--- config.mk ---
export PLATFORM = sky130hd
export DESIGN_NAME = regbus_xcvr
export DESIGN_NICKNAME = d
export VERILOG_FILES = /design/src/rtl/xcvr_pkg.sv /design/src/rtl/xcvr_strobe_edge.sv /design/src/rtl/xcvr_snapshot.sv /design/src/rtl/xcvr_out_stage.sv /design/src/rtl/regbus_xcvr.sv
export SDC_FILE = /design/constraint.sdc
export NUM_CORES = 1
export LEC_CHECK = 0
export ABC_AREA = 1
export ABC_CLOCK_PERIOD_IN_PS = 800
export BUFFER_PORTS_ARGS = -buffer_cell sky130_fd_sc_hd__buf_2
export CAP_MARGIN = 40
export CORE_UTILIZATION = 34
export DETAILED_ROUTE_END_ITERATION = 6
export GPL_ROUTABILITY_DRIVEN = 0
export PLACE_DENSITY_LB_ADDON = 0.05
export SLEW_MARGIN = 10
export SYNTH_ARGS = -nofsm -noshare
export SYNTH_HDL_FRONTEND = slang
export SYNTH_SLANG_ARGS = --single-unit
--- constraint.sdc ---
create_clock -name clk -period 0.8 [get_ports clk]
set_input_delay 0.16 -clock clk [delete_from_list [all_inputs] [get_ports clk]]
set_output_delay 0.16 -clock clk [all_outputs]
set_load 0.005 [all_outputs]
--- src/rtl/xcvr_pkg.sv ---
package xcvr_pkg;

    typedef enum logic {
        SRC_LIVE   = 1'b0,
        SRC_STORED = 1'b1
    } src_sel_e;

    typedef enum logic {
        SIDE_A = 1'b0,
        SIDE_B = 1'b1
    } side_e;

    localparam int NUM_SIDES = 2;

    // A side is driven when the block is enabled and the direction points at it.
    function automatic logic side_driven(input logic en_n, input logic direction,
                                         input side_e side);
        return !en_n && (direction == logic'(side));
    endfunction

endpackage

--- src/rtl/xcvr_strobe_edge.sv ---
module xcvr_strobe_edge (
    input  logic clk,
    input  logic rst,
    input  logic strobe,
    output logic rise
);
    logic prev_q;

    // Reset seeds the history high so a level already high is not an edge.
    always_ff @(posedge clk) begin
        if (rst) prev_q <= 1'b1;
        else     prev_q <= strobe;
    end

    assign rise = strobe && !prev_q;

endmodule

--- src/rtl/xcvr_snapshot.sv ---
module xcvr_snapshot #(
    parameter int DATA_W = 8
) (
    input  logic              clk,
    input  logic              rst,
    input  logic              capture,
    input  logic [DATA_W-1:0] din,
    output logic [DATA_W-1:0] q
);
    always_ff @(posedge clk) begin
        if (rst)          q <= '0;
        else if (capture) q <= din;
    end

    assert_load_R5: assert property (@(posedge clk) disable iff (rst)
        capture |=> q == $past(din));

    assert_hold_R6: assert property (@(posedge clk) disable iff (rst)
        !capture |=> $stable(q));

    assert_clear_R8: assert property (@(posedge clk)
        rst |=> q == '0);

endmodule

--- src/rtl/xcvr_out_stage.sv ---
module xcvr_out_stage
    import xcvr_pkg::*;
#(
    parameter int DATA_W = 8
) (
    input  logic              clk,
    input  logic              rst,
    input  logic              enable,
    input  logic              sel,
    input  logic [DATA_W-1:0] live,
    input  logic [DATA_W-1:0] stored,
    output logic [DATA_W-1:0] dout,
    output logic              oe
);
    src_sel_e              src;
    logic [DATA_W-1:0]     pick;

    assign src = src_sel_e'(sel);

    always_comb begin
        unique case (src)
            SRC_STORED: pick = stored;
            default:    pick = live;
        endcase
    end

    // Registered so a select or enable change lands as one clean step.
    always_ff @(posedge clk) begin
        if (rst) begin
            oe   <= 1'b0;
            dout <= '0;
        end else begin
            oe   <= enable;
            dout <= enable ? pick : '0;
        end
    end

    assert_live_path_R3: assert property (@(posedge clk) disable iff (rst)
        (enable && !sel) |=> dout == $past(live));

    assert_stored_path_R4: assert property (@(posedge clk) disable iff (rst)
        (enable && sel) |=> dout == $past(stored));

    assert_quiet_when_off_R1: assert property (@(posedge clk) disable iff (rst)
        !enable |=> (!oe && dout == '0));

    assert_reset_off_R8: assert property (@(posedge clk)
        rst |=> (!oe && dout == '0));

endmodule

--- src/rtl/regbus_xcvr.sv ---
module regbus_xcvr
    import xcvr_pkg::*;
#(
    parameter int DATA_W = 8
) (
    input  logic              clk,
    input  logic              rst,
    input  logic              oe_n,
    input  logic              dir,
    input  logic              cap_a,
    input  logic              cap_b,
    input  logic              sel_a2b,
    input  logic              sel_b2a,
    input  logic [DATA_W-1:0] a_in,
    output logic [DATA_W-1:0] a_out,
    output logic              a_oe,
    input  logic [DATA_W-1:0] b_in,
    output logic [DATA_W-1:0] b_out,
    output logic              b_oe
);
    localparam int LAST = NUM_SIDES - 1;

    logic [DATA_W-1:0] bus_in  [NUM_SIDES];
    logic [DATA_W-1:0] snap    [NUM_SIDES];
    logic [DATA_W-1:0] drv     [NUM_SIDES];
    logic [LAST:0]     strobe;
    logic [LAST:0]     rise;
    logic [LAST:0]     src_sel;
    logic [LAST:0]     drv_oe;

    assign bus_in[SIDE_A] = a_in;
    assign bus_in[SIDE_B] = b_in;
    assign strobe  = {cap_b, cap_a};
    // Select for the output of side g: A takes stored-B choice, B takes stored-A.
    assign src_sel = {sel_a2b, sel_b2a};

    for (genvar g = 0; g < NUM_SIDES; g++) begin : g_side
        localparam int OTHER = LAST - g;

        xcvr_strobe_edge u_edge (
            .clk    (clk),
            .rst    (rst),
            .strobe (strobe[g]),
            .rise   (rise[g])
        );

        xcvr_snapshot #(.DATA_W(DATA_W)) u_snap (
            .clk     (clk),
            .rst     (rst),
            .capture (rise[g]),
            .din     (bus_in[g]),
            .q       (snap[g])
        );

        xcvr_out_stage #(.DATA_W(DATA_W)) u_out (
            .clk    (clk),
            .rst    (rst),
            .enable (side_driven(oe_n, dir, side_e'(g))),
            .sel    (src_sel[g]),
            .live   (bus_in[OTHER]),
            .stored (snap[OTHER]),
            .dout   (drv[g]),
            .oe     (drv_oe[g])
        );
    end

    assign a_out = drv[SIDE_A];
    assign b_out = drv[SIDE_B];
    assign a_oe  = drv_oe[SIDE_A];
    assign b_oe  = drv_oe[SIDE_B];

    assert_isolate_R1: assert property (@(posedge clk) disable iff (rst)
        oe_n |=> (!a_oe && !b_oe));

    assert_dir_picks_side_R2: assert property (@(posedge clk) disable iff (rst)
        !oe_n |=> (a_oe == !$past(dir) && b_oe == $past(dir)));

    assert_single_driver_R9: assert property (@(posedge clk) disable iff (rst)
        !(a_oe && b_oe));

    assert_dual_capture_R7: assert property (@(posedge clk) disable iff (rst)
        (rise[SIDE_A] && rise[SIDE_B]) |=>
            (snap[SIDE_A] == $past(a_in) && snap[SIDE_B] == $past(b_in)));

endmodule

==> reports/qor.txt, run 1 <==
TIMING
--------------------------------------------------------------------------------
Max Clk Rate                                                            1.15 GHz
Worst-margin pin slew                                                   0.260 ns
Part of the cycle the worst path needs                                      1.09
Aggregate negative setup slack                                         -0.889 ns
Post-route worst setup slack                                          -0.0711 ns
Largest clock skew in the final design                                0.00488 ns
Max-slew violation total from the final report                                 0
Final critical delay including setup and external delays                0.871 ns
RSZ-0062 raised after global routing                                        true
Minimum hold slack                                                      0.118 ns
Tightest slew margin relative to the limit                                 0.827
Setup-failing EPs final                                                       19
Number of endpoints with negative hold slack in the final report               0

CLOCK TREE
--------------------------------------------------------------------------------
Worst skew pair latency                                                  0.28 ns
Number of H-tree levels                                                        2
Clk pin slew, worst setup/hold paths                                     0.06 ns
CTS tree                                                                     yes
Number of buffers inserted by hold repair at cts                               0
Total number of clock tree sinks                                              36
Maximum clock insertion buffer count                                           2
Cell chosen for the clock root                                      sky130_fd_sc_hd__clkbuf_8
Number of buffers created by CTS                                               5

GLOBAL ROUTE
--------------------------------------------------------------------------------
Number of global-route vias before repair                                   1166
Total congestion overflow                                                      0
Wire length of the first global-routing pass                             4980 um
Number of antenna violations at the first check in global routing              0
Overall routing resource usage                                             0.157
Pin count of the biggest net entering global routing                          10

SYNTH
--------------------------------------------------------------------------------
Number of nets produced by synthesis                                         211
Combinational family with the most area after synthesis             simple AND/OR/NAND/NOR gates
Synthesis warning total                                                        0
Area fraction in compound gates after synthesis                           0.0578
Count of different cell masters after synthesis                               11
Share of cell area taken by muxes after synthesis                              0
Total of flip-flops plus latches after synthesis                              36
Mean instance size in the synthesized netlist                           7.41 um2
Post-synthesis cell area                                                1390 um2
XOR/XNOR share of the synthesized area                                         0
Adder-Cell Fraction of Synth Area                                              0
Synth Instances                                                              187
Share of synthesized area occupied by flip-flops and latches               0.520
Simple-gate share of the synthesized area                                  0.322

RUN
--------------------------------------------------------------------------------
# Max-Cap Violations                                                           0

ROUTING
--------------------------------------------------------------------------------
Antenna violation net count after detailed routing                             0
Wire length reported by the detailed router                              3110 um
Violation count after the first detailed-route iteration                      54
Vias post-DR                                                                1269
Remaining design rule violation count                                          0
DR WL/cell                                                               11.1 um
Pre-antenna DRT Iters                                                          4
Mean number of vias per cell                                                4.53

POWER
--------------------------------------------------------------------------------
Power density cells                                                  1940 nW/um2
Leakage Power                                                           0.890 nW
Total power of the final layout                                          3.40 mW
IR drop worst, VDD                                                       1030 uV

LAYOUT
--------------------------------------------------------------------------------
Area growth, synth to finish                                               26.2%
Share of the core filled with cells in the final layout                    0.464
Design area                                                             1750 um2
Final net count                                                              258
Number of standard cells in the layout, taps in and fillers out              280
Layout cells sized above 1                                                 0.315
Number of diodes                                                               0

PLACEMENT
--------------------------------------------------------------------------------
Count of input and output buffers                                             41
Estimated wirelength of the detail-placed design                         2250 um
Worst Setup Slack post-DPL                                            -0.0110 ns
Area after detailed placement                                           1650 um2
Post-Place Cells                                                             275

CRITICAL PATH
--------------------------------------------------------------------------------
Slowest library cell on the worst path                              sky130_fd_sc_hd__dfxtp_2
Delay of the slowest cell on the worst path                              0.32 ns
CP bufs+invs                                                                   1
Kind of cell adding the most delay to the critical path               flip-flops
Endpoint class of the critical path                                 primary output
Critical path peak fanout                                                      1
Startpoint types                                                        register
CP Cell Sequence                                                           buf_2
CP required                                                              0.64 ns
Setup CP Type                                                       register to primary output
Data arrival at the endpoint of the critical path                        0.71 ns

FLOORPLANNING
--------------------------------------------------------------------------------
Starting density of the core                                               0.367
Die ar.                                                                 4330 um2
Chip Height                                                              65.8 um
Core Area                                                               3770 um2
Row count                                                                     22
Die Width                                                                65.8 um
Top-level port count                                                          42

RUN STATUS
--------------------------------------------------------------------------------
Violations in the final reports                                     setup timing
Run status                                                          finished with violations

MIN PATH
--------------------------------------------------------------------------------
Hold Crit Class                                                     input port to register

-- cell usage after synthesis --
cell type	count	share of area
sky130_fd_sc_hd__a21oi_1	16	0.058
sky130_fd_sc_hd__buf_2	3	0.011
sky130_fd_sc_hd__buf_4	3	0.016
sky130_fd_sc_hd__dfxtp_1	36	0.52
sky130_fd_sc_hd__inv_1	20	0.054
sky130_fd_sc_hd__inv_2	7	0.019
sky130_fd_sc_hd__nand2_1	50	0.14
sky130_fd_sc_hd__nand3_1	16	0.058
sky130_fd_sc_hd__nand3_4	2	0.025
sky130_fd_sc_hd__nor2_1	32	0.087
sky130_fd_sc_hd__nor2_4	2	0.016
-- metal layers --
layer	up-vias	wire length, um	GRT usage
met4	0	46	0.0897
li1	655	-	-
met2	30	1460	0.258
met1	579	1450	0.184
met3	5	160	0.0414
met5	-	0	0
-- what timing repair did --
| item | 4_1_cts | 5_1_grt |
|---|---|---|
| pin swaps | 1 | 15 |
| gates resized for setup | 1 | 13 |
| buffers inserted | 0 | 0 |
| endpoints found under the setup margin | 19 | 33 |
-- flip-flops by register name (all words and copies together), names as in the netlist --
name                  cells
g_side.u_edge.prev_q      2
g_side.u_out.oe           2
g_side.u_snap.q          16
g_side.u_out.dout        16
-- cell type report --
type                    count  area (um2)
clock buffers               5        68.8
fillers                   398        2020
inverters                  27         106
multi-input cells         118         541
flip-flops and latches     36         729
well taps                  48        60.1
repair buffers             46         243
-- tightest hold or removal path, cell delays in order --
cell and delay, ns:
sky130_fd_sc_hd__buf_2 0.11, sky130_fd_sc_hd__inv_2 0.05, sky130_fd_sc_hd__nand2_1 0.05
-- worst paths after layout --
kind / from / to / slack (ns) / depth (start not counted)
max: g_side[1].u_out.dout[3]$_SDFF_PP0_ / b_out[3] / -0.07 / 1
min: cap_a / g_side[0].u_edge.prev_q$_SDFF_PP1_ / 0.12 / 3
max reg2reg: g_side[1].u_edge.prev_q$_SDFF_PP1_ / g_side[1].u_snap.q[6]$_SDFFE_PP0P_ / 0 / 3
min reg2reg: g_side[1].u_snap.q[2]$_SDFFE_PP0P_ / g_side[0].u_out.dout[2]$_SDFF_PP0_ / 0.45 / 2
-- report_power, final --
| group | switching (mW) | total (mW) | internal (mW) |
|---|---|---|---|
| Clock | 0.571 | 1.13 | 0.561 |
| Sequential | 0.0356 | 1.90 | 1.86 |
| Combinational | 0.219 | 0.370 | 0.151 |
| Total | 0.826 | 3.40 | 2.57 |
-- cell usage in the layout (no fill, tap or decap) --
master and n:
sky130_fd_sc_hd__dfxtp_1 31, sky130_fd_sc_hd__clkbuf_8 5, sky130_fd_sc_hd__dfxtp_4 1, sky130_fd_sc_hd__a21oi_1 16
sky130_fd_sc_hd__inv_2 6, sky130_fd_sc_hd__inv_6 1, sky130_fd_sc_hd__nor2_2 6, sky130_fd_sc_hd__buf_2 41
sky130_fd_sc_hd__nor2_1 26, sky130_fd_sc_hd__nor2_4 2, sky130_fd_sc_hd__nand2_1 50, sky130_fd_sc_hd__nand3_4 2
sky130_fd_sc_hd__buf_4 5, sky130_fd_sc_hd__dfxtp_2 4, sky130_fd_sc_hd__nand3_1 16, sky130_fd_sc_hd__inv_1 20
-- logic make-up (layout without fill, tap and decap cells) --
| kind of cell | after synthesis | in the layout |
|---|---|---|
| AO/OA/AOI/OAI | 16 | 16 |
| buffers and inverters | 33 | 78 |
| AND/OR/NAND/NOR | 102 | 102 |
| flip-flops | 36 | 36 |
(Power assumes the default switching activity.)
==> run 2, diff against run 1 <==
Settings changed: ABC_CLOCK_PERIOD_IN_PS 800 to default, BUFFER_PORTS_ARGS -buffer_cell sky130_fd_sc_hd__buf_2 to -buffer_cell sky130_fd_sc_hd__clkbuf_2, PLACE_DENSITY_LB_ADDON 0.05 to default.
==> run 2 against run 1 <==
Against the previous run: the flow still finishes with violations (setup timing); first-iteration DRC count increased by 17%; combinational power increased by 5.9%; core utilization increased by 2.0 points; clock skew decreased by 0.0017 ns; worst setup slack improved by 0.013 ns; sequential share of layout area decreased by 1.4 points; die area unchanged; design area increased by 4.4%; critical path type unchanged; largest cell class unchanged; highest routed layer unchanged.
==> reports/qor.txt, run 2 (synthesis results as in run 1) <==
FLOORPLANNING
--------------------------------------------------------------------------------
Core Area                                                               3770 um2
Row count                                                                     22
Top-level port count                                                          42
Die ar.                                                                 4330 um2
Starting density of the core                                               0.367
Chip Height                                                              65.8 um
Die Width                                                                65.8 um

CRITICAL PATH
--------------------------------------------------------------------------------
Data arrival at the endpoint of the critical path                        0.70 ns
CP bufs+invs                                                                   1
CP Cell Sequence                                                        clkbuf_2
Slowest library cell on the worst path                              sky130_fd_sc_hd__dfxtp_2
Critical path peak fanout                                                      1
Endpoint class of the critical path                                 primary output
Delay of the slowest cell on the worst path                              0.32 ns
Setup CP Type                                                       register to primary output
CP required                                                              0.64 ns
Kind of cell adding the most delay to the critical path               flip-flops
Startpoint types                                                        register

TIMING
--------------------------------------------------------------------------------
RSZ-0062 raised after global routing                                        true
Minimum hold slack                                                      0.115 ns
Final critical delay including setup and external delays                0.859 ns
Setup-failing EPs final                                                       18
Largest clock skew in the final design                                0.00316 ns
Max Clk Rate                                                            1.16 GHz
Worst-margin pin slew                                                   0.230 ns
Tightest slew margin relative to the limit                                 0.847
Part of the cycle the worst path needs                                      1.07
Aggregate negative setup slack                                         -0.908 ns
Number of endpoints with negative hold slack in the final report               0
Post-route worst setup slack                                          -0.0585 ns
Max-slew violation total from the final report                                 0

RUN
--------------------------------------------------------------------------------
# Max-Cap Violations                                                           0

GLOBAL ROUTE
--------------------------------------------------------------------------------
Number of antenna violations at the first check in global routing              0
Overall routing resource usage                                             0.155
Number of global-route vias before repair                                   1086
Total congestion overflow                                                      0
Pin count of the biggest net entering global routing                          11
Wire length of the first global-routing pass                             4860 um

POWER
--------------------------------------------------------------------------------
Power spent charging and discharging nets                               0.870 mW
IR drop worst, VDD                                                        762 uV
Power density cells                                                  2010 nW/um2
Sequential power share                                                     0.516
Cell-internal power                                                      2.80 mW
Net switching share of the total power                                     0.237
Share of power burned in combinational logic                               0.107
Relative contribution of the clock network to total power                  0.377
Leakage Power                                                           0.924 nW

CLOCK TREE
--------------------------------------------------------------------------------
CTS tree                                                                     yes
Number of H-tree levels                                                        2
Worst skew pair latency                                                  0.28 ns
Total number of clock tree sinks                                              36
Clk pin slew, worst setup/hold paths                                     0.07 ns
Number of buffers inserted by hold repair at cts                               0
Number of post-CTS setup repair buffers                                        0
Number of buffers created by CTS                                               5
Cell chosen for the clock root                                      sky130_fd_sc_hd__clkbuf_8
Maximum clock insertion buffer count                                           2

ROUTING
--------------------------------------------------------------------------------
DR WL/cell                                                               10.2 um
Remaining design rule violation count                                          0
Wire length reported by the detailed router                              2920 um
Mean number of vias per cell                                                4.30
Antenna violation net count after detailed routing                             0
Pre-antenna DRT Iters                                                          5
Vias post-DR                                                                1230
Violation count after the first detailed-route iteration                      63

PLACEMENT
--------------------------------------------------------------------------------
Area after detailed placement                                           1710 um2
Count of input and output buffers                                             41
Estimated wirelength of the detail-placed design                         2080 um
Worst Setup Slack post-DPL                                            -0.0389 ns

MIN PATH
--------------------------------------------------------------------------------
Hold Crit Class                                                     input port to register

LAYOUT
--------------------------------------------------------------------------------
Number of diodes                                                               0
Leading cell type in the layout, fill and taps excluded             sky130_fd_sc_hd__nand2_1
Registers with the most flip-flops                                  g_side.u_out.dout x16, g_side.u_snap.q x16
Most frequent cells in the layout                                   50 x sky130_fd_sc_hd__nand2_1, 38 x sky130_fd_sc_hd__clkbuf_2, 31 x sky130_fd_sc_hd__nor2_1
Area growth, synth to finish                                               31.7%
Design area                                                             1820 um2
Layout cells sized above 1                                                 0.332
Final net count                                                              262

RUN STATUS
--------------------------------------------------------------------------------
Violations in the final reports                                     setup timing
Run status                                                          finished with violations

-- run 2: final timing paths --
kind                                                         start                            endpoint  slack, ns  cells past startpoint
worst max register to register  g_side[1].u_edge.prev_q$_SDFF_PP1_  g_side[1].u_snap.q[1]$_SDFFE_PP0P_       0.03                      3
worst max-delay path            g_side[0].u_out.dout[1]$_SDFF_PP0_                            a_out[1]      -0.06                      1
worst min-delay path                                       b_in[3]  g_side[0].u_out.dout[3]$_SDFF_PP0_       0.11                      3
worst min register to register  g_side[1].u_snap.q[3]$_SDFFE_PP0P_  g_side[0].u_out.dout[3]$_SDFF_PP0_       0.46                      2
-- run 2: routing by layer --
metal / global-route usage / share of wire / wire, um
met5: 0 / 0 / 0
met1: 0.212 / 0.50 / 1450
met2: 0.218 / 0.43 / 1270
met3: 0.0414 / 0.049 / 144
met4: 0.0897 / 0.019 / 55
-- run 2: cell type report --
type / instances / area [um2]
Fill cell: 398 / 1950
Tap cell: 48 / 60.1
Sequential cell: 36 / 736
Clock buffer: 7 / 96.3
Timing Repair Buffer: 50 / 298
Inverter: 27 / 106
Multi-Input combinational cell: 118 / 528
-- run 2: power groups by stage --
stage | Combinational (mW) | Clock, mW | Sequential, mW
global route | 0.448 | 1.49 | 1.90
floorplan | 0.221 | 0 | 1.93
CTS | 0.394 | 1.42 | 1.89
detailed placement | 0.392 | 0 | 1.93
global placement | 0.392 | 0 | 1.93
finish | 0.392 | 1.38 | 1.89
-- run 2: timing repair --
| item | in CTS | in global routing |
|---|---|---|
| setup endpoints to repair | 18 | 34 |
| gates cloned | 0 | 0 |
| endpoints found under the hold margin | 0 | 0 |
| pin swaps | 0 | 11 |
| resized for setup | 2 | 15 |
-- run 2: through the flow --
step,utilization,instances,power [mW]
finish,0.484,286,3.67
global route,0.484,286,3.83
CTS,0.478,286,3.71
floorplan,-,187,2.15
global placement,0.452,279,2.32
detailed placement,0.452,279,2.32
==> run 3, diff against run 2 <==
Settings changed: CORE_MARGIN from default to 2.
==> run 3 against run 2 <==
Against the previous run: the flow still finishes with violations (setup timing); clock skew up 0.00060 ns; sequential power about the same; global-route usage down 1.5 points; first-iteration DRC count up 21%; non-clock buffer count down 4; critical path depth unchanged; die area up 6.2%; worst setup slack better by 0.0012 ns; count of clock-buffer cells in the layout down 1; fmax up 0.14%; sequential share of layout area up 1.2 points; core utilization down 3.7 points; critical path type unchanged; largest power group unchanged.
==> reports/qor.txt, run 3 (synthesis results as in run 1) <==
PLACEMENT
--------------------------------------------------------------------------------
Area after detailed placement                                           1650 um2
Estimated wirelength of the detail-placed design                         2180 um
Count of input and output buffers                                             41
Worst Setup Slack post-DPL                                             0.0147 ns

CRITICAL PATH
--------------------------------------------------------------------------------
Delay of the slowest cell on the worst path                              0.32 ns
Slowest library cell on the worst path                              sky130_fd_sc_hd__dfxtp_2
Cells on worst reg2reg path                                                    4
CP Cell Sequence                                                           buf_6
CP required                                                              0.64 ns
Startpoint types                                                        register
Data arrival at the endpoint of the critical path                        0.70 ns
Critical path peak fanout                                                      1
Setup CP Type                                                       register to primary output
Crit path launch                                                    g_side[1].u_out.dout[1]$_SDFF_PP0_
Number of logic stages on the critical path including buffering                1
Kind of cell adding the most delay to the critical path               flip-flops
RR Startpoint                                                       g_side[0].u_edge.prev_q$_SDFF_PP1_
Endpoint class of the critical path                                 primary output
CP bufs+invs                                                                   1

CLOCK TREE
--------------------------------------------------------------------------------
Worst skew pair latency                                                  0.28 ns
Clk pin slew, worst setup/hold paths                                     0.07 ns
Total number of clock tree sinks                                              36
Maximum clock insertion buffer count                                           2
Number of post-CTS setup repair buffers                                        0
Number of buffers inserted by hold repair at cts                               0
Number of H-tree levels                                                        2
CTS tree                                                                     yes
Cell chosen for the clock root                                      sky130_fd_sc_hd__clkbuf_8
Number of buffers created by CTS                                               5

LAYOUT
--------------------------------------------------------------------------------
Area growth, synth to finish                                               28.0%
Final net count                                                              258
Number of diodes                                                               0
Registers with the most flip-flops                                  g_side.u_out.dout x16, g_side.u_snap.q x16
Leading cell type in the layout, fill and taps excluded             sky130_fd_sc_hd__nand2_1
Design area                                                             1770 um2
Most frequent cells in the layout                                   50 x sky130_fd_sc_hd__nand2_1, 33 x sky130_fd_sc_hd__clkbuf_2, 32 x sky130_fd_sc_hd__nor2_1
Layout cells sized above 1                                                 0.321

TIMING
--------------------------------------------------------------------------------
RSZ-0062 raised after global routing                                        true
Worst-margin pin slew                                                   0.204 ns
Max Clk Rate                                                            1.17 GHz
Aggregate negative setup slack                                         -0.839 ns
Number of endpoints with negative hold slack in the final report               0
Tightest slew margin relative to the limit                                 0.864
Max-slew violation total from the final report                                 0
Part of the cycle the worst path needs                                      1.07
Post-route worst setup slack                                          -0.0573 ns
Final critical delay including setup and external delays                0.857 ns
Largest clock skew in the final design                                0.00376 ns
Setup-failing EPs final                                                       18

FLOORPLANNING
--------------------------------------------------------------------------------
Top-level port count                                                          42
Chip Height                                                              67.8 um
Die ar.                                                                 4600 um2
Core Area                                                               3970 um2
Die Width                                                                67.8 um
Starting density of the core                                               0.349
Row count                                                                     23

ROUTING
--------------------------------------------------------------------------------
Violation count after the first detailed-route iteration                      76
Mean number of vias per cell                                                4.37
DR WL/cell                                                               10.1 um
Wire length reported by the detailed router                              2870 um
Remaining design rule violation count                                          0
Pre-antenna DRT Iters                                                          4
Antenna violation net count after detailed routing                             0
Vias post-DR                                                                1241

MIN PATH
--------------------------------------------------------------------------------
Cell depth of the worst hold path                                              3
Start point of the worst hold path                                         cap_a
Hold Crit Class                                                     input port to register

POWER
--------------------------------------------------------------------------------
Power density cells                                                  1940 nW/um2
Leakage Power                                                           0.891 nW
IR drop worst, VDD                                                        829 uV

RUN
--------------------------------------------------------------------------------
# Max-Cap Violations                                                           0

RUN STATUS
--------------------------------------------------------------------------------
Run status                                                          finished with violations
Violations in the final reports                                     setup timing

GLOBAL ROUTE
--------------------------------------------------------------------------------
Overall routing resource usage                                             0.141
Pin count of the biggest net entering global routing                          11
Total congestion overflow                                                      0
Number of antenna violations at the first check in global routing              0
Wire length of the first global-routing pass                             4710 um
Number of global-route vias before repair                                   1058

-- run 3: worst min-delay path, stage by stage --
cell	delay (ns)
sky130_fd_sc_hd__clkbuf_2	0.10
sky130_fd_sc_hd__inv_2	0.05
sky130_fd_sc_hd__nand2_1	0.05
-- run 3: layer usage --
layer,track usage,wire length [um],part of all wire
met3,0.0444,142,0.049
met1,0.185,1350,0.47
met2,0.207,1330,0.46
met4,0.0700,46,0.016
met5,0,0,0
-- run 3: power by group --
group          switching (mW)  total [mW]  internal (mW)
Clock                   0.592        1.18          0.591
Sequential             0.0345        1.90           1.86
Combinational           0.209       0.360          0.152
-- run 3: cell type report --
type / instances / area, um2
multi-input combinational: 118 / 526
tap: 50 / 62.6
inverter: 27 / 104
clock inverter: 1 / 5.00
sequential: 36 / 736
fill: 433 / 2200
timing repair buffer: 46 / 268
clock buffer: 6 / 72.6
-- run 3: worst paths after layout --
path | slack [ns] | to
setup reg to reg | 0.05 | g_side[0].u_snap.q[4]$_SDFFE_PP0P_
setup / recovery | -0.06 | b_out[1]
hold / removal | 0.11 | g_side[0].u_edge.prev_q$_SDFF_PP1_
hold reg to reg | 0.46 | g_side[1].u_out.dout[1]$_SDFF_PP0_
-- run 3: through the flow --
| stage | std cells | hold slack (ns) | total power, mW | util |
|---|---|---|---|---|
| floorplan | 187 | 0.303 | 2.15 | - |
| global placement | 277 | 0.393 | 2.29 | 0.416 |
| detailed placement | 277 | 0.401 | 2.29 | 0.416 |
| CTS | 284 | 0.109 | 3.48 | 0.436 |
| global route | 284 | 0.109 | 3.62 | 0.446 |
| finish | 284 | 0.115 | 3.44 | 0.446 |
-- run 3: what timing repair did --
item | CTS | global route
pin swaps | 0 | 3
setup endpoints to repair | 19 | 31
cloned | 0 | 0
gates resized for setup | 2 | 20
